**config.mk**
```make
export PLATFORM = sky130hd
export DESIGN_NAME = rx_handoff
export DESIGN_NICKNAME = d
export VERILOG_FILES = /design/src/rtl/rxh_pkg.sv /design/src/rtl/rxh_char_path.sv /design/src/rtl/rxh_status.sv /design/src/rtl/rx_handoff.sv
export SDC_FILE = /design/constraint.sdc
export NUM_CORES = 1
export LEC_CHECK = 0
export ABC_AREA = 1
export CORE_MARGIN = 4
export CORE_UTILIZATION = 40
export CTS_BUF_LIST = sky130_fd_sc_hd__clkbuf_2 sky130_fd_sc_hd__clkbuf_4 sky130_fd_sc_hd__clkbuf_8
export CTS_CLUSTER_SIZE = 30
export DETAILED_ROUTE_END_ITERATION = 12
export HOLD_SLACK_MARGIN = 0.1
export MAX_ROUTING_LAYER = met4
export PLACE_DENSITY = 0.72
export SLEW_MARGIN = 40
export SYNTH_ARGS = -nofsm -noshare
export SYNTH_HDL_FRONTEND = slang
export SYNTH_SLANG_ARGS = --single-unit
export TNS_END_PERCENT = 5
```
**constraint.sdc**
```tcl
create_clock -name clk -period 1.33 [get_ports clk]
set_clock_uncertainty 0.05 [all_clocks]
set_input_delay 0.266 -clock clk [delete_from_list [all_inputs] [get_ports clk]]
set_output_delay 0.266 -clock clk [all_outputs]
set_load 0.01 [all_outputs]
```
**src/rtl/rxh_pkg.sv**
```systemverilog
package rxh_pkg;
    localparam int SW       = 5;
    localparam int SB_SOM   = 0;
    localparam int SB_EOM   = 1;
    localparam int SB_OVR   = 2;
    localparam int SB_ERR   = 3;
    localparam int SB_SHORT = 4;
endpackage

```
**src/rtl/rxh_char_path.sv**
```systemverilog
module rxh_char_path #(
    parameter int DW = 8
) (
    input  logic          clk,
    input  logic          rst_n,
    input  logic          rd_data_i,
    input  logic          chr_valid_i,
    input  logic [DW-1:0] chr_data_i,
    input  logic          chr_last_i,
    input  logic          chr_short_i,
    input  logic          rck_tick_i,
    output logic [DW-1:0] data_o,
    output logic          da_o,
    output logic          ld_o,
    output logic          ld_last_o,
    output logic          ld_short_o,
    output logic          ovr_o
);
    typedef struct packed {
        logic [DW-1:0] data;
        logic          da;
        logic          pv;
        logic [DW-1:0] pdata;
        logic          plast;
        logic          pshort;
        logic          lose;
    } cp_t;

    cp_t  q, d;
    logic occ;

    always_comb begin
        d          = q;
        ld_o       = 1'b0;
        ld_last_o  = 1'b0;
        ld_short_o = 1'b0;
        ovr_o      = 1'b0;
        occ        = q.da & ~rd_data_i;
        if (rd_data_i) begin
            d.lose = 1'b0;
        end
        if (q.pv) begin
            if (!occ) begin
                d.data     = q.pdata;
                d.pv       = 1'b0;
                occ        = 1'b1;
                ld_o       = 1'b1;
                ld_last_o  = q.plast;
                ld_short_o = q.pshort;
            end else if (rck_tick_i && !q.plast) begin
                d.pv   = 1'b0;
                d.lose = 1'b1;
                ovr_o  = 1'b1;
            end
        end
        if (chr_valid_i && !d.lose) begin
            if (!occ) begin
                d.data     = chr_data_i;
                occ        = 1'b1;
                ld_o       = 1'b1;
                ld_last_o  = chr_last_i;
                ld_short_o = chr_short_i;
            end else if (!d.pv) begin
                d.pv     = 1'b1;
                d.pdata  = chr_data_i;
                d.plast  = chr_last_i;
                d.pshort = chr_short_i;
            end else begin
                d.lose = 1'b1;
                ovr_o  = 1'b1;
            end
        end
        d.da = occ;
    end

    always_ff @(posedge clk) begin
        if (!rst_n) begin
            q <= '0;
        end else begin
            q <= d;
        end
    end

    assign data_o = q.data;
    assign da_o   = q.da;

    AST_DA_READ_CLEARS: assert property (@(posedge clk) disable iff (!rst_n)
        rd_data_i && !chr_valid_i && !q.pv |=> !da_o);
    AST_LAST_PROTECTED: assert property (@(posedge clk) disable iff (!rst_n)
        q.pv && q.plast && rck_tick_i && !chr_valid_i |-> !ovr_o);
    AST_LOSS_FREEZES_DATA: assert property (@(posedge clk) disable iff (!rst_n)
        q.lose && !rd_data_i && !q.pv |=> $stable(data_o));
endmodule

```
**src/rtl/rxh_status.sv**
```systemverilog
module rxh_status
    import rxh_pkg::*;
(
    input  logic          clk,
    input  logic          rst_n,
    input  logic          rd_stat_i,
    input  logic          som_set_i,
    input  logic          som_clr_i,
    input  logic          err_set_i,
    input  logic          ld_i,
    input  logic          ld_last_i,
    input  logic          ld_short_i,
    input  logic          ovr_i,
    output logic [SW-1:0] stat_o,
    output logic          sa_o
);
    localparam logic [SW-1:0] SOM_M = SW'(1) << SB_SOM;

    typedef struct packed {
        logic [SW-1:0] stat;
        logic          sa;
    } st_t;

    st_t           q, d;
    logic [SW-1:0] base, setv, rise;

    always_comb begin
        base            = rd_stat_i ? (q.stat & SOM_M) : q.stat;
        setv            = '0;
        setv[SB_EOM]    = ld_i & ld_last_i;
        setv[SB_OVR]    = ovr_i;
        setv[SB_ERR]    = err_set_i;
        setv[SB_SHORT]  = ld_i & ld_short_i;
        rise            = setv & ~base & ~SOM_M;
        d.stat          = base | setv;
        if (som_clr_i) begin
            d.stat[SB_SOM] = 1'b0;
        end
        if (som_set_i) begin
            d.stat[SB_SOM] = 1'b1;
        end
        d.sa = (q.sa & ~rd_stat_i) | (|rise);
    end

    always_ff @(posedge clk) begin
        if (!rst_n) begin
            q <= '0;
        end else begin
            q <= d;
        end
    end

    assign stat_o = q.stat;
    assign sa_o   = q.sa;

    AST_EOM_RAISES_SA: assert property (@(posedge clk) disable iff (!rst_n)
        $rose(stat_o[SB_EOM]) |-> sa_o);
    AST_SOM_SURVIVES_READ: assert property (@(posedge clk) disable iff (!rst_n)
        rd_stat_i && !som_set_i && !som_clr_i |=> $stable(stat_o[SB_SOM]));
    AST_READ_CLEARS_SA: assert property (@(posedge clk) disable iff (!rst_n)
        rd_stat_i && !err_set_i && !ovr_i && !ld_i |=> !sa_o);
endmodule

```
**src/rtl/rx_handoff.sv**
```systemverilog
module rx_handoff
    import rxh_pkg::*;
#(
    parameter int DW = 8
) (
    input  logic          clk,
    input  logic          rst_n,
    input  logic          chr_valid,
    input  logic [DW-1:0] chr_data,
    input  logic          chr_last,
    input  logic          chr_short,
    input  logic          rck_tick,
    input  logic          som_set,
    input  logic          som_clr,
    input  logic          err_set,
    input  logic          rd_data,
    input  logic          rd_stat,
    output logic [DW-1:0] rx_data,
    output logic          rx_da,
    output logic [SW-1:0] rx_status,
    output logic          rx_sa
);
    logic ld, ld_last, ld_short, ovr;

    rxh_char_path #(.DW(DW)) u_path (
        .clk         (clk),
        .rst_n       (rst_n),
        .rd_data_i   (rd_data),
        .chr_valid_i (chr_valid),
        .chr_data_i  (chr_data),
        .chr_last_i  (chr_last),
        .chr_short_i (chr_short),
        .rck_tick_i  (rck_tick),
        .data_o      (rx_data),
        .da_o        (rx_da),
        .ld_o        (ld),
        .ld_last_o   (ld_last),
        .ld_short_o  (ld_short),
        .ovr_o       (ovr)
    );

    rxh_status u_stat (
        .clk        (clk),
        .rst_n      (rst_n),
        .rd_stat_i  (rd_stat),
        .som_set_i  (som_set),
        .som_clr_i  (som_clr),
        .err_set_i  (err_set),
        .ld_i       (ld),
        .ld_last_i  (ld_last),
        .ld_short_i (ld_short),
        .ovr_i      (ovr),
        .stat_o     (rx_status),
        .sa_o       (rx_sa)
    );

    AST_OVR_RAISES_SA: assert property (@(posedge clk) disable iff (!rst_n)
        $rose(rx_status[SB_OVR]) |-> rx_sa);
    AST_LOAD_SETS_DA: assert property (@(posedge clk) disable iff (!rst_n)
        ld |=> rx_da);
endmodule

```
After elaboration in Yosys (flattened, before gate mapping)
Cells that the tools add are included.

Register bits after elaboration: 27. Output and inout bits: 15.

Bitwise operators: 11. Reduce and logical (&&, ||, !) cells: 6. Muxes and demuxes: 38.

Operators with widths (count): 2-to-1 mux 8 bit (4); 2-to-1 mux 1 bit (30); 2-to-1 mux 12 bit (2); 2-to-1 mux 10 bit (1); AND 5 bit (1); 2-to-1 mux 5 bit (1); NOT 5 bit (1); bitwise OR 5 bit (1); AND 1 bit (4); OR reduction 4 bit (1); NOT 1 bit (3); AND reduction 3 bit (1); logical AND 1 bit (2); zero test 1 bit (2); bitwise OR 1 bit (1).

Longest topological paths before layout
Gate-level depths: netlist (run 1).

Depth after elaboration: 12. Mapped depth: 10. Gate-level depth less buffers: 10.

Hierarchy
A second synthesis (run 1) with hierarchy kept.

Cell total of the unflattened synthesis: 195. Area, all modules: 1443.9 µm².

Modules (own cells, without submodules): rxh_char_path (area an instance 1208.7 µm², times used 1, seq. area each 420.4 µm², cells each 162); rxh_status (area an instance 235.2 µm², times used 1, seq. area each 120.1 µm², cells each 33).

Worst setup path before layout (run 1)
OpenSTA, ideal clock, no wires.

Path kind: flip-flop to flip-flop. Start: register u_path.q (netlist bit u_path.da_o). End: register u_path.q[1] in the netlist's numbering. Arrival: 1.113 ns. Stages on the path, launching flop included: 9. Path buffers: 1. Period minus slack after synthesis: 1.280 ns. Setup slack: 0.050 ns. Library setup time: 0.117 ns. Data required time: 1.163 ns. Path through: dfxtp_1 > nand2_2 > inv_2 > nor2_1 > nor2_4 > inv_2 > buf_8 > nor2_2 > nor2_2.

Cells in the longest elaborated chain, start to end: 6. Elaborated cells between the ends (all ways): 10. Those cells by class: mux (5); bitwise (2); reduce/logical (3).

RTL lines: from (decl) (line rxh_char_path.sv:29) `cp_t q, d;`; from (signal assigned) (line rxh_char_path.sv:78) `q <= '0;`; from (signal assigned) (line rxh_char_path.sv:80) `q <= d;`; AND 1 bit (*) (line rxh_char_path.sv:38) `occ = q.da & ~rd_data_i;`; 2-to-1 mux 1 bit (line rxh_char_path.sv:43) `if (!occ) begin`; 2-to-1 mux 1 bit (line rxh_char_path.sv:42) `if (q.pv) begin`; zero test 1 bit (line rxh_char_path.sv:56) `if (chr_valid_i && !d.lose) begin`; logical AND 1 bit (line rxh_char_path.sv:56); AND reduction 3 bit (no line) (*).

Mark *: on every way between the ends. The rest lies on a longest branch, timed or not. A chain may end at the register's enable or synchronous reset.

Final worst setup path (run 1)
Start: register u_path.q (netlist bit u_path.da_o). End: register u_path.q[9] in the netlist's numbering.

Same word-level chain as after synthesis.

==> reports/summary.txt, run 1 <==
Post-DRT Antenna Nets: 0
Filler instances: 243
Starting density of the core: 0.432
Unique cell type count in the Yosys netlist: 23
Vias in the first global route: 1,096
Yosys warning count: 0
CTS H-Tree Depth: 1
Initial antenna violation count: 0
Arrival time worst endpoint: 1520 ps
Outcome: finished, violations left
Non-filler cells, final: 244
Top cells by area, synth: dfxtp_1 44%, nand2_1 12%, o21ai_0 6.9%, buf_4 5.5%, nor2_2 5.1%
Final setup fails: 1
Die Wd: 63.5 um
Port Buffer Count: 33
Final nets: 233
Main synth FF type: dfxtp_1
Yosys reg bits: 27
Die area: 4040 sq um
FP Rows: 19
Yosys top cell by area: dfxtp_1
DRT iter0 DRCs: 54
Clock transition at the registers of the reported paths: 150 ps
Worst path top cell family by delay: buffers and inverters
CP max FO: 5
Clk Tree Root Cell: clkbuf_4
Syn Nets: 183
Routed vias: 1,214
Min cycle time layout: 1330 ps
Critical Path Start Type: flop
Failing checks: negative setup slack
Netlist Area Pre-Place: 1230 sq um
Post-synth EDFFs: 0
Synth top area share: 0.438
GP Congestion: 0.791
Crit path kind: reg -> reg
CP max stage delay: 380 ps
First-pass GRT wire length: 4840 um
WL final: 3100 um
PwrDens: 911 nW/um^2
Synthesized area per cell: 7.52 sq um
Period Utilization, post-route: 1.00
Fin. Hold Viols: 0
Max clock buf depth: 2
WP buf/inv: 4
Via/cell ratio: 4.98
Pin count of the biggest net entering global routing: 22
Remaining Overflow, GRT: 0
Mapped Cells: 164
Core area: 2850 sq um
GRT Total Usage: 0.152
Total leakage power: 0.890 nW
Max frequency: 751 MHz
First-pass detailed-route iteration total: 4
Crit path cell chain: buf_6 > nand2_8 > inv_4 > nor2_4 > nor2_4 > inv_4 > buf_12 > nor2_2 > nor2_1
Pin slew with the least headroom to its limit: 245 ps
Residual DRC count: 0
Critical path endpoint category: flop
Worst EP required: 1520 ps
Max-cap check violation count: 0
HP Class: reg -> reg
IO Count: 34
Dpl hpwl: 2200 um
Share of cells above drive strength 1: 0.291
Clk_lat worst skew: 320 ps
Worst VDD drop: 0.495 mV
Synth async-reset ratio: 0
N_diodes: 0
Final setup margin: -0.896 ps
Setup TNS: -0.896 ps
Clock buffer count from CTS: 3
Per-cell routed wire length: 12.7 um
Synthesis-to-finish area growth: 54.7%
CTS tree: built
DP Cell Count: 234
Crit-path slowest cell: dfxtp_2
Synth cell count leaders: 38 x nand2_1, 27 x dfxtp_1, 17 x o21ai_0
Slew Limit Fails: 0
Most numerous cell in the Yosys netlist: nand2_1
Die Span Y: 63.5 um
Rel. slew slack: 0.836
Post-layout util: 0.669
Sink Count: 27
RSZ-0062 raised after global routing: true
Post-CTS Hold Buffers: 0
Sequential area share after synthesis: 0.438
## through the flow
step | area, sq um | power, mW | hold WS [ps] | setup slack, ps
CTS | 1740 | 1.68 | 435 | -69.2
detailed placement | 1700 | 1.33 | 418 | -514
global placement | 1700 | 1.31 | 415 | -390
global route | 1910 | 1.85 | 459 | -81.5
floorplan | 1230 | 1.13 | 333 | 50.3
finish | 1910 | 1.74 | 431 | -0.896
## metal layers
| layer | global-route usage | vias to the layer above | wire length [um] | part of all wire |
|---|---|---|---|---|
| met3 | 0.0284 | 2 | 106 | 0.034 |
| met5 | - | - | 0 | 0 |
| met2 | 0.257 | 26 | 1620 | 0.52 |
| met4 | 0.0566 | 0 | 27 | 0.0087 |
| met1 | 0.179 | 563 | 1350 | 0.44 |
| li1 | - | 623 | - | - |
## timing repair
item	in CTS	in global routing
buffers inserted	2	3
gates cloned	0	1
resized for setup	22	36
endpoints found under the setup margin	31	29
pin swaps	5	6
## cells in the final DEF, fill, tap and decap left out, types with 3 or more instances in the layout
cell type / instances
nand3_1: 4
o21ai_0: 13
dlygate4sd2_1: 15
clkdlybuf4s50_1: 17
nor2_1: 12
nor2_2: 3
a31oi_1: 8
nand2_1: 36
dfxtp_1: 22
buf_4: 15
clkbuf_4: 4
buf_6: 4
buf_12: 4
inv_1: 14
nor2_4: 10
dfxtp_2: 4
o21ai_1: 5
nand2_4: 3
## flip-flops by register name, summed over array words and instances, names as in the netlist
register	cells
u_path.data_o	8
u_path.da_o	1
u_stat.stat_o	5
u_path.q	12
u_stat.sa_o	1
## where the power goes
part | switching [mW] | internal (mW) | leakage, nW
sequential | 0.0365 | 0.873 | 0.225
clock | 0.239 | 0.138 | 0.0184
combinational | 0.221 | 0.230 | 0.647
total | 0.497 | 1.24 | 0.890
## worst paths after layout
| path | cells past startpoint | slack, ps | startpoint | to |
|---|---|---|---|---|
| worst max-delay path | 9 | -0.9 | u_path.da_o | u_path.q[9] |
| worst min-delay path | 2 | 430 | u_path.data_o[0] | u_path.data_o[0] |
| worst min register to register | 2 | 430 | u_path.data_o[0] | u_path.data_o[0] |
| worst max register to register | 9 | -0.9 | u_path.da_o | u_path.q[9] |
## layout make-up
cell class / instances / area [sq um] / share of cell area
Sequential cell: 27 / 549 / 0.288
Tap cell: 31 / 38.8 / 0.0203
Timing Repair Buffer: 56 / 549 / 0.288
Multi-Input combinational cell: 107 / 659 / 0.346
Inverter: 19 / 81.3 / 0.0426
Clock buffer: 4 / 30.0 / 0.0157
## worst register-to-register path, cell delays in order (launching register included)
cell and delay, ps:
dfxtp_2 380, buf_6 120, nand2_8 60, inv_4 70
nor2_4 40, nor2_4 170, inv_4 80, buf_12 150
nor2_2 80, nor2_1 50
## cells by family (layout without fill, tap and decap cells)
family,count (synthesis),count (layout),share of synthesized area
buf+inv,31,79,0.131
compound gates,34,34,0.158
flops,27,27,0.438
simple gates,72,73,0.273
Power figures use the tool's default switching activity.
==> inputs of run 2 (changes only) <==
--- a/config.mk
+++ b/config.mk
@@ -16,2 +16,3 @@
 export PLACE_DENSITY = 0.72
+export SKIP_LAST_GASP = 1
 export SLEW_MARGIN = 40
--- a/constraint.sdc
+++ b/constraint.sdc
@@ -4,2 +4,2 @@
 set_output_delay 0.266 -clock clk [all_outputs]
-set_load 0.01 [all_outputs]
+set_load 0.005 [all_outputs]
==> reports/summary.txt, run 2 (synthesized netlist as in run 1, its figures left out) <==
Outcome: finished, violations left
Failing checks: negative setup slack
Fin. Hold Viols: 0
Clk_lat worst skew: 320 ps
Post-DRT Antenna Nets: 0
Crit path cell chain: clkdlybuf4s50_1
Worst EP required: 1010 ps
DRT iter0 DRCs: 44
Worst path top cell family by delay: buffers and inverters
Clk Tree Root Cell: clkbuf_4
Arrival time worst endpoint: 1190 ps
Max clock buf depth: 2
Min cycle time layout: 1510 ps
First-pass detailed-route iteration total: 4
Critical path endpoint category: output pin
Per-cell routed wire length: 11.6 um
HP Class: reg -> reg
Final nets: 228
Period Utilization, post-route: 1.13
GP Congestion: 0.791
WL final: 2780 um
Clock transition at the registers of the reported paths: 150 ps
Sink Count: 27
Vias in the first global route: 1,096
Filler instances: 275
Sw Ratio: 0.265
Initial antenna violation count: 0
WP buf/inv: 1
GRT Total Usage: 0.151
FP Rows: 19
Slew Limit Fails: 0
First-pass GRT wire length: 4800 um
Largest register by flop count: u_path.q
IO Count: 34
Worst VDD drop: 0.518 mV
RSZ-0062 raised after global routing: true
Most common cell after layout, fill and taps aside: nand2_1
Die area: 4040 sq um
Residual DRC count: 0
Starting density of the core: 0.432
Final hold slack: 434 ps
Die Wd: 63.5 um
Total leakage power: 0.795 nW
CTS tree: built
Max-cap check violation count: 0
Dpl hpwl: 2200 um
Critical Path Start Type: flop
Share of cells above drive strength 1: 0.250
CP max stage delay: 500 ps
Final setup fails: 26
Pin slew with the least headroom to its limit: 274 ps
Area of all sequential standard cells: 548 sq um
Port Buffer Count: 33
Synthesis-to-finish area growth: 41.4%
Clock buffer count from CTS: 3
CTS H-Tree Depth: 1
Via/cell ratio: 4.82
Routed vias: 1,151
Die Span Y: 63.5 um
Most frequent cells in the layout: 38 x nand2_1, 31 x clkdlybuf4s50_1, 21 x dfxtp_1
Crit path kind: reg -> out
Multi-input gate area: 532 sq um
Sequential share of power: 0.541
Crit-path slowest cell: clkdlybuf4s50_1
Rel. slew slack: 0.816
P_int: 1.23 mW
P_sw: 0.445 mW
Number of flip-flops in the largest register: 12
Pin count of the biggest net entering global routing: 22
Final setup margin: -176 ps
Combinational power share: 0.231
N_diodes: 0
PwrDens: 961 nW/um^2
Max frequency: 664 MHz
Core area: 2850 sq um
Clock power frac: 0.228
CP max FO: 2
Final Power: 1.68 mW
Remaining Overflow, GRT: 0
-- run 2: changes by cell type in the layout (fill, tap and decap cells not counted), moves of 4 or more --
| cell | change |
|---|---|
| nor2_4 | -9 |
| nor2_2 | +7 |
| dlygate4sd2_1 | -14 |
| buf_6 | -4 |
| o21ai_0 | +4 |
| clkdlybuf4s50_1 | +14 |
-- run 2: per-stage QoR --
stage                     cells  utilization  cell area (sq um)  setup WS (ps)  setup TNS (ps)
after floorplan             164            -               1230           94.6               0
after global placement      234        0.595               1700           -390           -7780
after detailed placement    234        0.595               1700           -514           -8750
after CTS                   239        0.608               1740           -188           -3400
after global routing        239        0.611               1740           -235           -5450
final                       239        0.611               1740           -176           -2860
-- run 2: final timing paths --
kind,slack [ps],startpoint,cells after the start,end
worst max-delay path,-180,u_stat.sa_o,1,rx_sa
worst min-delay path,430,u_path.data_o[0],2,u_path.data_o[0]
worst max register to register,-110,u_path.da_o,7,u_path.q[2]
worst min register to register,430,u_path.data_o[0],2,u_path.data_o[0]
-- run 2: final cells by class --
type                       count  area share
multi-input combinational    106       0.305
timing repair buffer          52       0.301
tap                           31      0.0222
sequential                    27       0.314
clock buffer                   4      0.0172
inverter                      19      0.0409
-- run 2: repair_timing --
action,in CTS,in global routing
resized for setup,2,6
setup buffers,1,0
hold buffers,0,0
endpoints found under the setup margin,31,36
-- run 2: worst register-to-register path: cells and delay by family (launching register included) --
kind | cells | cell delay [ps]
flops | 1 | 370
simple gates | 3 | 370
compound gates | 2 | 320
buf+inv | 2 | 250
-- run 2: power by group through the flow --
stage	combinational (mW)	sequential (mW)	clock, mW
after floorplan	0.194	0.918	0
after global placement	0.380	0.920	0
after global routing	0.428	0.917	0.433
after detailed placement	0.388	0.923	0
after CTS	0.392	0.905	0.386
final	0.387	0.907	0.383
-- run 2: per-layer routing --
metal | up-vias | GRT usage | part of all wire
met5 | - | - | 0
met4 | 0 | 0.0566 | 0.0097
met3 | 2 | 0.0284 | 0.034
met2 | 20 | 0.254 | 0.50
met1 | 522 | 0.177 | 0.46
li1 | 607 | - | -
